`config.mk`:
```
export PLATFORM = sky130hd
export DESIGN_NAME = burst_col_gen
export DESIGN_NICKNAME = d
export VERILOG_FILES = /design/src/rtl/burst_pkg.sv /design/src/rtl/burst_cfg_decode.sv /design/src/rtl/burst_beat_ctl.sv /design/src/rtl/burst_addr_order.sv /design/src/rtl/burst_col_gen.sv
export SDC_FILE = /design/constraint.sdc
export NUM_CORES = 1
export LEC_CHECK = 0
export ABC_AREA = 1
export CAP_MARGIN = 30
export CORE_MARGIN = 2
export CORE_UTILIZATION = 62
export CTS_CLUSTER_SIZE = 14
export DETAILED_ROUTE_END_ITERATION = 6
export DONT_BUFFER_PORTS = 1
export PLACE_DENSITY = 0.81
export SETUP_SLACK_MARGIN = 0.5
export SYNTH_ARGS = -nofsm -noshare
export SYNTH_HDL_FRONTEND = slang
export SYNTH_SLANG_ARGS = --single-unit
```
`constraint.sdc`:
```
create_clock -name clk -period 1.8 [get_ports clk]
set_input_delay 0 -clock clk [delete_from_list [all_inputs] [get_ports clk]]
set_output_delay 0 -clock clk [all_outputs]
set_load 0.1 [all_outputs]
```
`src/rtl/burst_pkg.sv`:
```
package burst_pkg;

    localparam int COL_W = 9;
    localparam int LEN_W = 3;

    typedef enum logic [LEN_W-1:0] {
        LEN_ONE   = 3'b000,
        LEN_TWO   = 3'b001,
        LEN_FOUR  = 3'b010,
        LEN_EIGHT = 3'b011,
        LEN_PAGE  = 3'b111
    } len_code_e;

    typedef struct packed {
        logic             full;
        logic             flip;
        logic [COL_W-1:0] mask;
    } burst_cfg_t;

    function automatic burst_cfg_t decode_cfg(input logic [LEN_W-1:0] code, input logic order_bit);
        burst_cfg_t c;
        c.full = 1'b0;
        c.flip = order_bit;
        case (code)
            LEN_TWO:   c.mask = COL_W'(1);
            LEN_FOUR:  c.mask = COL_W'(3);
            LEN_EIGHT: c.mask = COL_W'(7);
            LEN_PAGE: begin
                c.mask = '1;
                c.full = 1'b1;
                c.flip = 1'b0;
            end
            default:   c.mask = '0;
        endcase
        return c;
    endfunction

endpackage

```
`src/rtl/burst_cfg_decode.sv`:
```
module burst_cfg_decode
    import burst_pkg::*;
#(
    parameter int MODE_W = 12
) (
    input  logic [MODE_W-1:0] mode_word,
    output burst_cfg_t        cfg
);
    localparam int ORDER_BIT = LEN_W;

    always_comb begin
        cfg = decode_cfg(mode_word[LEN_W-1:0], mode_word[ORDER_BIT]);
    end
endmodule

```
`src/rtl/burst_beat_ctl.sv`:
```
module burst_beat_ctl
    import burst_pkg::*;
(
    input  logic             clk,
    input  logic             rst,
    input  logic             start,
    input  logic             terminate,
    input  logic [COL_W-1:0] start_col,
    input  burst_cfg_t       cfg_in,
    output logic             active,
    output logic [COL_W-1:0] beat,
    output logic [COL_W-1:0] base,
    output burst_cfg_t       cfg_q,
    output logic             final_beat
);
    assign final_beat = active && !cfg_q.full && (beat == cfg_q.mask);

    always_ff @(posedge clk) begin
        if (rst) begin
            active <= 1'b0;
            beat   <= '0;
            base   <= '0;
            cfg_q  <= '0;
        end else if (start) begin
            active <= 1'b1;
            beat   <= '0;
            base   <= start_col;
            cfg_q  <= cfg_in;
        end else if (active) begin
            if (terminate || final_beat) begin
                active <= 1'b0;
            end else begin
                beat <= beat + COL_W'(1);
            end
        end
    end
endmodule

```
`src/rtl/burst_addr_order.sv`:
```
module burst_addr_order
    import burst_pkg::*;
(
    input  logic [COL_W-1:0] base,
    input  logic [COL_W-1:0] beat,
    input  burst_cfg_t       cfg,
    output logic [COL_W-1:0] addr
);
    logic [COL_W-1:0] linear_sum;
    assign linear_sum = base + beat;

    for (genvar i = 0; i < COL_W; i++) begin : g_bit
        always_comb begin
            if (!cfg.mask[i]) begin
                addr[i] = base[i];
            end else if (cfg.flip) begin
                addr[i] = base[i] ^ beat[i];
            end else begin
                addr[i] = linear_sum[i];
            end
        end
    end
endmodule

```
`src/rtl/burst_col_gen.sv`:
```
module burst_col_gen
    import burst_pkg::*;
#(
    parameter int MODE_W = 12
) (
    input  logic              clk,
    input  logic              rst,
    input  logic [MODE_W-1:0] mode_word,
    input  logic              start,
    input  logic [COL_W-1:0]  start_col,
    input  logic              terminate,
    output logic [COL_W-1:0]  col_addr,
    output logic              col_valid,
    output logic              col_last
);
    burst_cfg_t       cfg_new;
    burst_cfg_t       cfg_run;
    logic             run;
    logic             at_end;
    logic [COL_W-1:0] beat_idx;
    logic [COL_W-1:0] base_col;

    burst_cfg_decode #(.MODE_W(MODE_W)) u_dec (
        .mode_word (mode_word),
        .cfg       (cfg_new)
    );

    burst_beat_ctl u_ctl (
        .clk        (clk),
        .rst        (rst),
        .start      (start),
        .terminate  (terminate),
        .start_col  (start_col),
        .cfg_in     (cfg_new),
        .active     (run),
        .beat       (beat_idx),
        .base       (base_col),
        .cfg_q      (cfg_run),
        .final_beat (at_end)
    );

    burst_addr_order u_ord (
        .base (base_col),
        .beat (beat_idx),
        .cfg  (cfg_run),
        .addr (col_addr)
    );

    assign col_valid = run;
    assign col_last  = at_end;
endmodule

```
==> results.cfg, run 1 <==
[synth]
synth_warnings = 0
yosysUniqueCellTypes = 26
synth_mux_area_share_pct = 0
syn_inst = 254
synth_area_per_cell_sq_um = 6.42
ys_seq_area_share_pct = 29.5
synth_area_sq_um = 1630
synthAdderAreaFrac_pct = 8.14
synthXorXnorAreaFrac_pct = 4.30
synth_top_family_by_area = simple AND/OR/NAND/NOR gates
synth-seq-cells = 24
yosys.area_share.simple_pct = 36.1
synth_compound_area_share_pct = 12.1
synth_nets = 289

[placed_design]
dp_slack_ns = 0.0825
routabilityCongestion = 0.903
dpl-instance-area_sq_um = 2000
io_buffers = 0
dp.final_hpwl_microns = 3140

[clocking]
cts_setup_buffers = 10
htreeDepth = 1
cts_resized = 48
cts_root_buf = clkbuf_4
cts_buffers = 3
cts_sinks = 24
clk_path_buf_depth = 2
hold_buffers = 16

[outcome]
stop_error = [ERROR DPL-0033] detailed placement checks failed during check placement.
outcome = did not finish
stop_stage = clock tree synthesis (4_1_cts)

[die]
die_x_microns = 55.3
start_util_pct = 65.8
io_pins = 36
num_rows = 18
die_h_microns = 55.3
[kinds of logic after synthesis]
| logic type | Yosys count |
|---|---|
| simple gates | 135 |
| buf+inv | 40 |
| compound gates | 37 |
| flops | 24 |
| fa+ha+maj | 10 |
| xor+xnor | 8 |
[synth_stat cells (all sizes together)]
library cell	number	area share [%]
nand2	71	17
nor2	30	7.5
nor3	1	0.61
o21ai	18	5.5
dfxtp	24	29
nand4	4	1.5
o21bai	1	0.46
a211oi	1	0.46
o22ai	1	0.38
inv	33	7.6
xor2	8	4.3
nand3	29	9.7
ha	9	6.9
fa	1	1.2
a221oi	1	0.54
clkinv	1	0.23
a21oi	14	4.3
o211ai	1	0.46
clkbuf	3	0.69
buf	3	1.3
[stage by stage]
stage,std cells,hold WS [ns]
3_5_place_dp,285,0.0646
3_3_place_gp,285,0.0693
2_1_floorplan,254,0.0594
==> inputs of run 2 (changes only) <==
--- a/config.mk
+++ b/config.mk
@@ -8,12 +8,10 @@
 export ABC_AREA = 1
 export CAP_MARGIN = 30
 export CORE_MARGIN = 2
-export CORE_UTILIZATION = 62
-export CTS_CLUSTER_SIZE = 14
+export CORE_UTILIZATION = 40
 export DETAILED_ROUTE_END_ITERATION = 6
 export DONT_BUFFER_PORTS = 1
-export PLACE_DENSITY = 0.81
-export SETUP_SLACK_MARGIN = 0.5
+export PLACE_DENSITY_LB_ADDON = 0.15
 export SYNTH_ARGS = -nofsm -noshare
 export SYNTH_HDL_FRONTEND = slang
 export SYNTH_SLANG_ARGS = --single-unit
==> results.cfg, run 2 <==
[outcome]
outcome = finished, violations left
violations = setup timing

[grt]
overflow = 0
grt_max_degree = 15
antenna_found_initial = 0
track_usage_pct = 20.8
grt_pass1_wl_microns = 7210
grt_pass1_vias = 1566

[setup_path]
required_ns = 1.80
start_kind = register
cp.arrival_ns = 1.93
crit_path_frequent_cell = nand2_1
slowest_stage = dfxtp_2
critPathCaptureType = output port
cpPeakStageDelay_ns = 0.35
cp_max_fo = 3
crit_chain = ha_4 -> fa_2 -> nand3_2 -> nand3_4 -> nand3_2 -> nand2_1 -> nand2_1 -> nand3_1 -> nand2_1 -> nand2_2 -> buf_12
rr_worst_depth = 9
crit_type = register to output port

[synth]
synth-edff-count = 0
yosysUniqueCellTypes = 26
yosysMostFrequentCell = nand2_1
synth-seq-cells = 24
synth_nets = 289
synth_warnings = 0
synth_area_per_cell_sq_um = 6.42
syn_inst = 254
synth.largest_area_cell = dfxtp_1
synth-main-ff-cell = dfxtp_1
ys_seq_area_share_pct = 29.5
synth_area_leaders = dfxtp_1 29%, nand2_1 16%, nand3_1 8.6%
ys_top_cells_by_count = 70 x nand2_1, 32 x inv_1, 28 x nand3_1, 26 x nor2_1, 24 x dfxtp_1
synth_top_area_share_pct = 29.5
ys_async_sr_fraction_pct = 0
synth_area_sq_um = 1630

[clocking]
clk_path_buf_depth = 2
cts_tree = done
cts_buffers = 3
cts_root_buf = clkbuf_8
cts_sinks = 24
htreeDepth = 1
cts.clk_slew.worst_paths_ns = 0.09
insertion_delay_ns = 0.27

[timing]
fin_ws_ns = -0.133
hold_viol = 0
post-route-period-util_pct = 107
max_freq_mhz = 517
worst_pin_slew_ns = 0.475
slew_violations = 0
period_needed_ns = 1.93
rsz0062_at_grt = true
final.setup.tns_ns = -0.301
skew_ns = 0.00360
setup_viol = 3
slew_headroom_pct = 68.2

[drt]
vias = 1720
drt_iter0_drc = 87
ant_nets = 0
viasPerCell = 5.03
wl_per_cell_microns = 13.3
first_pass_iters = 4
postRouteWirelength_microns = 4550
post-route-drc-count = 0

[die]
core_sq_um = 3970
num_rows = 23
die_x_microns = 67.8
die-area_sq_um = 4600
die_h_microns = 67.8
io_pins = 36
start_util_pct = 41.1

[final_layout]
post-route-util_pct = 61.3
multi_input_comb_area_sq_um = 1210
area_growth_pct = 49.3
drive_gt1_share_pct = 28.4
final_common_cell = nand2_1
antennaDiodeCount = 0
fillers = 369
fin_area_sq_um = 2430
ff_latch_area_sq_um = 509
final_cell_mix = 60 x nand2_1, 32 x inv_1, 26 x nor2_1, 21 x nand3_1, 16 x dlygate4sd3_1
layout.nets = 328
top_regs = u_ctl.base: 9 flops, u_ctl.beat: 9 flops, u_ctl.cfg_q: 5 flops

[placed_design]
dpl-instance-area_sq_um = 1960
routabilityCongestion = 0.870
dp.final_hpwl_microns = 2950
io_buffers = 0
dp_slack_ns = 0.0359

[pwr]
leakage_nw = 1.08
power.density_nw_per_um2 = 631
peakVddDrop_v = 0.000382
total_power_mw = 1.54

[worst_hold_path]
hold_class = primary input to register
hold_depth = 3

[flow_run]
drv_cap = 0
==> run 2: cell counts after synthesis <==
No cell type changed its count.
==> run 2: what timing repair did <==
action	4_1_cts	5_1_grt
setup endpoints to repair	8	7
pin swaps	4	14
endpoints found under the hold margin	22	0
hold buffers	16	0
gates resized for setup	14	32
buffers inserted	0	6
==> run 2: final cells by class <==
type	count	area share, %
Multi-Input combinational cell	190	49.7
Sequential cell	24	20.9
Timing Repair Buffer	40	18.6
Inverter	34	5.24
Tap cell	50	2.57
Clock buffer	3	1.70
Clock inverter	1	1.23
==> run 2: worst paths after layout <==
| path | from | to | slack [ns] |
|---|---|---|---|
| setup / recovery | u_ctl.beat[0] | col_addr[8] | -0.13 |
| hold / removal | start | u_ctl.cfg_q[1] | 0.08 |
| setup reg to reg | u_ctl.beat[6] | u_ctl.beat[1] | 0.36 |
| hold reg to reg | u_ctl.base[8] | u_ctl.base[8] | 0.49 |
==> run 2: metal layers <==
layer	part of all wire, %	GRT usage [%]
met1	44	27.4
met2	51	35.5
met3	3.6	2.63
met4	1.4	6.25
met5	0	0
==> run 2: cells by family after synthesis <==
group | count (synthesis) | share of synthesized area, %
simple gates | 135 | 36.1
buf+inv | 40 | 9.82
compound gates | 37 | 12.1
flops | 24 | 29.5
fa+ha+maj | 10 | 8.14
xor+xnor | 8 | 4.30
==> run 2: through the flow <==
stage               std cells  hold slack (ns)
global placement          316           0.0800
finish                    342           0.0754
CTS                       336           0.0178
detailed placement        316           0.0802
floorplan                 254           0.0617
global route              342           0.0739
==> run 2: where the power goes <==
group          switching [mW]  internal [mW]  total, mW
Clock                   0.191          0.298      0.489
Sequential             0.0274          0.552      0.579
Combinational           0.298          0.171      0.469
Total                   0.516           1.02       1.54
==> run 2: critical path, delay by kind of cell, from the launching register on <==
kind / cells / cell delay (ns)
flops: 1 / 0.35
fa+ha+maj: 2 / 0.51
buf+inv: 1 / 0.17
simple gates: 8 / 0.61
Note: power is estimated with default switching activity, not from simulation.
